===== config.mk =====
export PLATFORM = sky130hd
export DESIGN_NAME = aud_ser_tx
export DESIGN_NICKNAME = d
export VERILOG_FILES = /design/src/rtl/aud_ser_pkg.sv /design/src/rtl/aud_ser_clkgen.sv /design/src/rtl/aud_ser_ptsync.sv /design/src/rtl/aud_ser_shifter.sv /design/src/rtl/aud_ser_tx.sv
export SDC_FILE = /design/constraint.sdc
export NUM_CORES = 1
export LEC_CHECK = 0
export BUFFER_PORTS_ARGS = -buffer_cell sky130_fd_sc_hd__buf_2
export CAP_MARGIN = 40
export CORE_MARGIN = 2
export CORE_UTILIZATION = 60
export DETAILED_ROUTE_END_ITERATION = 16
export GPL_TIMING_DRIVEN = 0
export PLACE_DENSITY = 0.84
export SLEW_MARGIN = 5
export SYNTH_ARGS = -nofsm -noshare
export SYNTH_HDL_FRONTEND = slang
export SYNTH_SLANG_ARGS = --single-unit

===== constraint.sdc =====
create_clock -name clk -period 3.45 [get_ports clk]
set_clock_uncertainty 0.2 [all_clocks]
set_input_delay 0.5175 -clock clk [delete_from_list [all_inputs] [get_ports clk]]
set_output_delay 0.5175 -clock clk [all_outputs]
set_load 0.03 [all_outputs]

===== src/rtl/aud_ser_pkg.sv =====
package aud_ser_pkg;

  typedef enum logic [1:0] {
    FMT_NONE   = 2'd0,
    FMT_VAR    = 2'd1,
    FMT_PASS   = 2'd2,
    FMT_FIX48  = 2'd3
  } fmt_e;

  // Word length in bits for each length select code
  function automatic logic [4:0] word_len(input logic [1:0] sel);
    logic [4:0] n;
    case (sel)
      2'd0:    n = 5'd16;
      2'd1:    n = 5'd18;
      2'd2:    n = 5'd20;
      default: n = 5'd24;
    endcase
    return n;
  endfunction

endpackage


===== src/rtl/aud_ser_clkgen.sv =====
// Internal bit-clock divider and frame slot counter
module aud_ser_clkgen #(
  parameter int unsigned HALF_DIV   = 2,
  parameter int unsigned HALF_SLOTS = 32
) (
  input  logic clk,
  input  logic rst_n,
  input  logic en,
  output logic bclk,
  output logic fall_stb,
  output logic lr_next
);
  localparam int unsigned DW  = (HALF_DIV > 1) ? $clog2(HALF_DIV) : 1;
  localparam int unsigned SW  = $clog2(HALF_SLOTS) + 1;
  localparam logic [DW-1:0] DIV_LAST = DW'(HALF_DIV - 1);

  logic [DW-1:0] div_q, div_d;
  logic          bclk_q, bclk_d;
  logic [SW-1:0] bit_q, bit_d;
  logic          tick;

  always_comb begin
    tick     = en && (div_q == DIV_LAST);
    div_d    = div_q;
    if (en) div_d = tick ? '0 : div_q + 1'b1;
    bclk_d   = tick ? ~bclk_q : bclk_q;
    fall_stb = tick && bclk_q;
    bit_d    = fall_stb ? bit_q + 1'b1 : bit_q;
    lr_next  = ~bit_d[SW-1];
  end

  always_ff @(posedge clk or negedge rst_n) begin
    if (!rst_n) begin
      div_q  <= '0;
      bclk_q <= 1'b0;
      bit_q  <= '1;
    end else begin
      div_q  <= div_d;
      bclk_q <= bclk_d;
      bit_q  <= bit_d;
    end
  end

  assign bclk = bclk_q;

endmodule


===== src/rtl/aud_ser_ptsync.sv =====
// Pass-through: inverted bit clock and a rising-edge sync delay line
module aud_ser_ptsync (
  input  logic clk,
  input  logic rst_n,
  input  logic en,
  input  logic bclk_in,
  input  logic sync_in,
  output logic bclk_inv,
  output logic rise_stb,
  output logic lr_next
);
  logic prev_q, inv_q, s1_q, s2_q;
  logic s1_d, s2_d;

  always_comb begin
    rise_stb = en && bclk_in && !prev_q;
    s1_d     = rise_stb ? sync_in : s1_q;
    s2_d     = rise_stb ? s1_q    : s2_q;
  end

  always_ff @(posedge clk or negedge rst_n) begin
    if (!rst_n) begin
      prev_q <= 1'b1;
      inv_q  <= 1'b0;
      s1_q   <= 1'b0;
      s2_q   <= 1'b0;
    end else begin
      prev_q <= bclk_in;
      inv_q  <= ~bclk_in;
      s1_q   <= s1_d;
      s2_q   <= s2_d;
    end
  end

  assign bclk_inv = inv_q;
  // third stage of the delay is the word-clock register in the shifter
  assign lr_next  = s2_q;

endmodule


===== src/rtl/aud_ser_shifter.sv =====
// Slot counter, frame-start capture and bit selection
module aud_ser_shifter
  import aud_ser_pkg::*;
#(
  parameter int unsigned SAMPLE_W   = 24,
  parameter int unsigned HALF_SLOTS = 32
) (
  input  logic                clk,
  input  logic                rst_n,
  input  logic                adv,
  input  logic                lr_next,
  input  logic                right_align,
  input  logic [1:0]          wlen_sel,
  input  logic [SAMPLE_W-1:0] left_in,
  input  logic [SAMPLE_W-1:0] right_in,
  output logic                lr,
  output logic                sd
);
  localparam int unsigned SLOT_W = $clog2(HALF_SLOTS);
  localparam int unsigned IDX_W  = $clog2(SAMPLE_W);
  localparam logic [SLOT_W-1:0] SLOT_LAST = SLOT_W'(HALF_SLOTS - 1);

  logic [SLOT_W-1:0]   slot_q, slot_d;
  logic [SAMPLE_W-1:0] lw_q, rw_q, lw_d, rw_d;
  logic [1:0]          ws_q, ws_d;
  logic                lr_q, lr_d, sd_q, sd_d;
  logic                start_l;
  logic [SAMPLE_W-1:0] word;
  logic [4:0]          nb;
  int                  pos;
  logic                bit_v;

  always_comb begin
    start_l = adv && lr_next && !lr_q;
    lw_d    = start_l ? left_in  : lw_q;
    rw_d    = start_l ? right_in : rw_q;
    ws_d    = start_l ? wlen_sel : ws_q;
    slot_d  = slot_q;
    if (adv) begin
      if (lr_next != lr_q)        slot_d = '0;
      else if (slot_q != SLOT_LAST) slot_d = slot_q + 1'b1;
    end
    word = lr_next ? lw_d : rw_d;
    nb   = word_len(ws_d);
    if (right_align) pos = int'(HALF_SLOTS) - 1 - int'(slot_d);
    else             pos = int'(nb) - 1 - int'(slot_d);
    bit_v = 1'b0;
    if (pos >= 0 && pos < int'(nb)) bit_v = word[pos[IDX_W-1:0]];
    lr_d = adv ? lr_next : lr_q;
    sd_d = adv ? bit_v   : sd_q;
  end

  always_ff @(posedge clk or negedge rst_n) begin
    if (!rst_n) begin
      slot_q <= '0;
      lw_q   <= '0;
      rw_q   <= '0;
      ws_q   <= '0;
      lr_q   <= 1'b0;
      sd_q   <= 1'b0;
    end else begin
      slot_q <= slot_d;
      lw_q   <= lw_d;
      rw_q   <= rw_d;
      ws_q   <= ws_d;
      lr_q   <= lr_d;
      sd_q   <= sd_d;
    end
  end

  assign lr = lr_q;
  assign sd = sd_q;

endmodule


===== src/rtl/aud_ser_tx.sv =====
module aud_ser_tx
  import aud_ser_pkg::*;
#(
  parameter int unsigned SAMPLE_W   = 24,
  parameter int unsigned HALF_DIV   = 2,
  parameter int unsigned HALF_SLOTS = 32
) (
  input  logic                clk,
  input  logic                rst_n,
  input  logic [1:0]          fmt_sel,
  input  logic [1:0]          wlen_sel,
  input  logic [SAMPLE_W-1:0] left_in,
  input  logic [SAMPLE_W-1:0] right_in,
  input  logic                pt_bclk_in,
  input  logic                pt_sync_in,
  output logic                bclk_out,
  output logic                lrck_out,
  output logic                sdata_out
);
  logic [1:0] rst_pipe_q;
  logic       rst_core_n;
  logic       pass_mode;
  logic       int_bclk, int_fall, int_lr;
  logic       pt_bclk, pt_rise, pt_lr;
  logic       adv, lr_sel;

  // asynchronous assert, synchronous release
  always_ff @(posedge clk or negedge rst_n) begin
    if (!rst_n) rst_pipe_q <= 2'b00;
    else        rst_pipe_q <= {rst_pipe_q[0], 1'b1};
  end
  assign rst_core_n = rst_pipe_q[1];

  assign pass_mode = (fmt_e'(fmt_sel) == FMT_PASS);

  aud_ser_clkgen #(.HALF_DIV(HALF_DIV), .HALF_SLOTS(HALF_SLOTS)) u_clkgen (
    .clk      (clk),
    .rst_n    (rst_core_n),
    .en       (!pass_mode),
    .bclk     (int_bclk),
    .fall_stb (int_fall),
    .lr_next  (int_lr)
  );

  aud_ser_ptsync u_ptsync (
    .clk      (clk),
    .rst_n    (rst_core_n),
    .en       (pass_mode),
    .bclk_in  (pt_bclk_in),
    .sync_in  (pt_sync_in),
    .bclk_inv (pt_bclk),
    .rise_stb (pt_rise),
    .lr_next  (pt_lr)
  );

  always_comb begin
    adv    = pass_mode ? pt_rise : int_fall;
    lr_sel = pass_mode ? pt_lr   : int_lr;
  end

  aud_ser_shifter #(.SAMPLE_W(SAMPLE_W), .HALF_SLOTS(HALF_SLOTS)) u_shift (
    .clk         (clk),
    .rst_n       (rst_core_n),
    .adv         (adv),
    .lr_next     (lr_sel),
    .right_align (!pass_mode),
    .wlen_sel    (wlen_sel),
    .left_in     (left_in),
    .right_in    (right_in),
    .lr          (lrck_out),
    .sd          (sdata_out)
  );

  assign bclk_out = pass_mode ? pt_bclk : int_bclk;

endmodule


==> results.cfg <==
[yosys]
synth_ff_type = dfrtp_1
synth_edf_count = 0
ys_ff_latch = 71
synth.area.top_cells = dfrtp_1, nand2_1, mux2_2
syn_inst = 493
synth_area_sq_um = 4350
yosysSeqAreaShare_pct = 41.0
synthesis.nets = 561
synth_area_leader_cell = dfrtp_1
ys_types = 68
async_flop_share_pct = 100
yosys_warnings = 0
synth_top_area_share_pct = 36.8
syn_area_per_cell_sq_um = 8.83

[worst_setup_path]
reg2reg_to = u_shift.sd$_DFFE_PN0N_
cp-end-kind = flop
crit_type = flop to flop
regToRegSetupSlack_ps = -1670
timing.rr.start = u_clkgen.bit_q[4]$_DFFE_PN1N_
arrival_ps = 5170
critPathRequiredTime_ps = 3500
reg2regPathDepth = 25
cp_max_fo = 4
critPathLaunchType = flop

[sta]
setup_viol = 1
rsz0062_at_grt = true
setup_ws_ps = -1670
max_freq_ghz = 0.195
tns_ps = -1670
drv_slew = 0
finalCriticalPeriod_ps = 5120
relSlewSlack_pct = 64.3
hold_violations = 0
tightest_slew_ps = 522
post-route-period-util_pct = 148

[clock_tree]
cts_root_buf = clkbuf_8
cts_max_level = 3
numCtsBuffers = 9
clk_pin_slew_worst_paths_ps = 80
cts.sinks = 71
clock_latency_ps = 350
cts_tree = done
ctsLongestPathBuffers = 2

[detailed_routing]
drcViolationCount = 0
drtIter0Drc = 426
wirelength_um = 12300
drtAntennaViolNets = 0
viasPerCell = 6.29
first_pass_iters = 6
wl_per_cell_um = 18.0
vias = 4316

[cells_and_area]
fin_nets = 650
ff_latch_area_sq_um = 1790
fill_cells = 527
area_growth_syn_to_layout_pct = 22.1
drive_gt1_share_pct = 28.1
stdcell_area_sq_um = 5310
multi_input_area_sq_um = 2510
antennaDiodeCount = 0

[floorplan]
start_util_pct = 61.0
io_pins = 59
die_h_um = 89.2
die_w_um = 89.2
dieArea_sq_um = 7950
core_sq_um = 7140
num_rows = 31

[power_and_ir_drop]
p_total_w = 0.00522
p_leak_nw = 2.56
peakVddDrop_uv = 458
powerDensity_nw_per_um2 = 983

[grt]
antenna_found_initial = 0
first_global_vias = 4206
grt-ovfl-total = 0
grt_max_degree = 45
grt_pass1_wl_um = 19500
grt_usage_pct = 32.0

[hold_path]
hold_class = flop to asynchronous set/reset pin

[place]
hpwl_um = 8370
gp_congestion = 1.03
port-buffer-count = 58
placed_area_sq_um = 4840

[status]
outcome = finished with violations
violations = negative setup slack

[flow_run]
drv_cap = 0
==> kinds of logic (layout without fill, tap and decap cells) <==
kind of cell / count (synthesis) / in the layout / share of synthesized area, %
AO/OA/AOI/OAI: 124 / 124 / 20.9
XOR/XNOR: 7 / 7 / 1.41
adder cells (fa/ha/maj): 12 / 12 / 3.62
buffers and inverters: 38 / 132 / 3.74
flip-flops: 71 / 71 / 41.0
multiplexers: 33 / 33 / 8.31
other: 1 / 1 / 0.0862
AND/OR/NAND/NOR: 207 / 207 / 20.9
==> sequential cells by signal, indices dropped and copies added (netlist names) <==
name / count
rst_pipe_q: 2
u_clkgen.bclk: 1
u_clkgen.bit_q: 6
u_clkgen.div_q: 1
u_ptsync.bclk_inv: 1
u_ptsync.lr_next: 1
u_ptsync.prev_q: 1
u_ptsync.s1_q: 1
u_shift.lr: 1
u_shift.lw_q: 24
u_shift.rw_q: 24
u_shift.sd: 1
u_shift.slot_q: 5
u_shift.ws_q: 2
==> cell usage in the layout (no fill, tap or decap), types with 4 or more instances in the layout <==
cell type  instances
nand2_1          138
buf_2             63
dfrtp_1           63
mux2_2            23
a21oi_1           21
o21ai_0           20
nor2_1            19
buf_4             19
clkbuf_1          12
o221ai_1          12
inv_1             11
clkbuf_8          11
and3_1             8
mux2i_1            7
ha_1               7
dfstp_2            7
nand2b_1           6
a21o_1             6
a211oi_1           5
nor3_1             5
a31oi_1            5
nand3_1            5
o21a_1             5
xnor2_1            5
o22ai_1            5
o211ai_1           4
a211o_1            4
==> Yosys cell counts (6+ instances only) <==
library cell	instances
nor3_1	7
ha_1	11
o221ai_1	12
dfstp_2	7
a21oi_1	21
a21o_1	6
inv_1	14
nand2b_1	7
buf_2	7
xnor2_1	6
nand2_1	140
and3_1	8
mux2i_1	8
mux2_2	25
nor2_1	19
dfrtp_1	64
clkbuf_1	12
o21ai_0	21
==> critical path, stage by stage (launching register included) <==
cell	delay, ps
dfstp_2	580
nand3_4	100
o41ai_4	370
o311ai_4	180
a21oi_4	310
buf_6	150
mux2_4	310
ha_4	250
ha_4	230
xnor2_2	200
o21ai_2	80
a21o_1	200
inv_2	90
ha_1	230
o31a_1	120
o21a_1	200
o21ai_1	120
o2111ai_1	110
nand2_1	80
ha_2	180
nand2_2	80
nor2_1	120
o211ai_1	150
a31oi_1	170
a32oi_1	110
o311ai_1	110
==> timing repair <==
| action | CTS | global route |
|---|---|---|
| setup buffers | 13 | 5 |
| hold buffers | 1 | 0 |
| pin swaps | 5 | 6 |
| gates resized for setup | 8 | 6 |
| endpoints found under the hold margin | 2 | 0 |
| setup endpoints to repair | 1 | 1 |
==> report_power, final <==
part           internal, W  switching (W)  total (W)
registers          0.00122       0.000343    0.00156
logic              0.00125        0.00158    0.00282
clock network     0.000520       0.000321   0.000841
==> worst max path at each step <==
stage,from,endpoint,slack [ps],cells after the start
after global placement,fmt_sel[1],u_shift.sd$_DFFE_PN0N_,-2000,26
after CTS,u_clkgen.bit_q[4]$_DFFE_PN1N_,u_shift.sd$_DFFE_PN0N_,-1650,25
after global routing,u_clkgen.bit_q[4]$_DFFE_PN1N_,u_shift.sd$_DFFE_PN0N_,-1890,26
final,u_clkgen.bit_q[4]$_DFFE_PN1N_,u_shift.sd$_DFFE_PN0N_,-1670,25
after floorplan,u_clkgen.bit_q[2]$_DFFE_PN1N_,u_shift.sd$_DFFE_PN0N_,-1270,26
after detailed placement,fmt_sel[1],u_shift.sd$_DFFE_PN0N_,-2100,26
==> layout make-up <==
type / instances / share of cell area, %
Multi-Input combinational cell: 384 / 47.3
Sequential cell: 71 / 33.7
Timing Repair Buffer: 78 / 8.57
Clock buffer: 11 / 2.85
Tap cell: 99 / 2.33
Buffer: 24 / 2.31
Clock inverter: 5 / 1.96
Inverter: 14 / 0.989
==> metal layers <==
metal	share of wire, %	up-vias	wire [um]	global-route usage [%]
met5	0	-	0	0
met4	3.8	0	469	14.8
met3	7.4	56	906	6.65
met2	50	260	6120	54.1
met1	39	2057	4830	39.3
li1	-	1943	-	-
==> per-stage QoR <==
step / hold WS (ps) / setup WS [ps] / std cells / utilization [%]
2_1_floorplan: 21.9 / -1270 / 493 / -
3_3_place_gp: 102 / -2000 / 650 / 67.5
4_1_cts: 65.7 / -1650 / 681 / 73.5
6_report: 45.5 / -1670 / 686 / 74.4
3_5_place_dp: 57.1 / -2100 / 651 / 67.8
5_1_grt: 74.5 / -1890 / 686 / 74.4
Power figures use the tool's default switching activity.
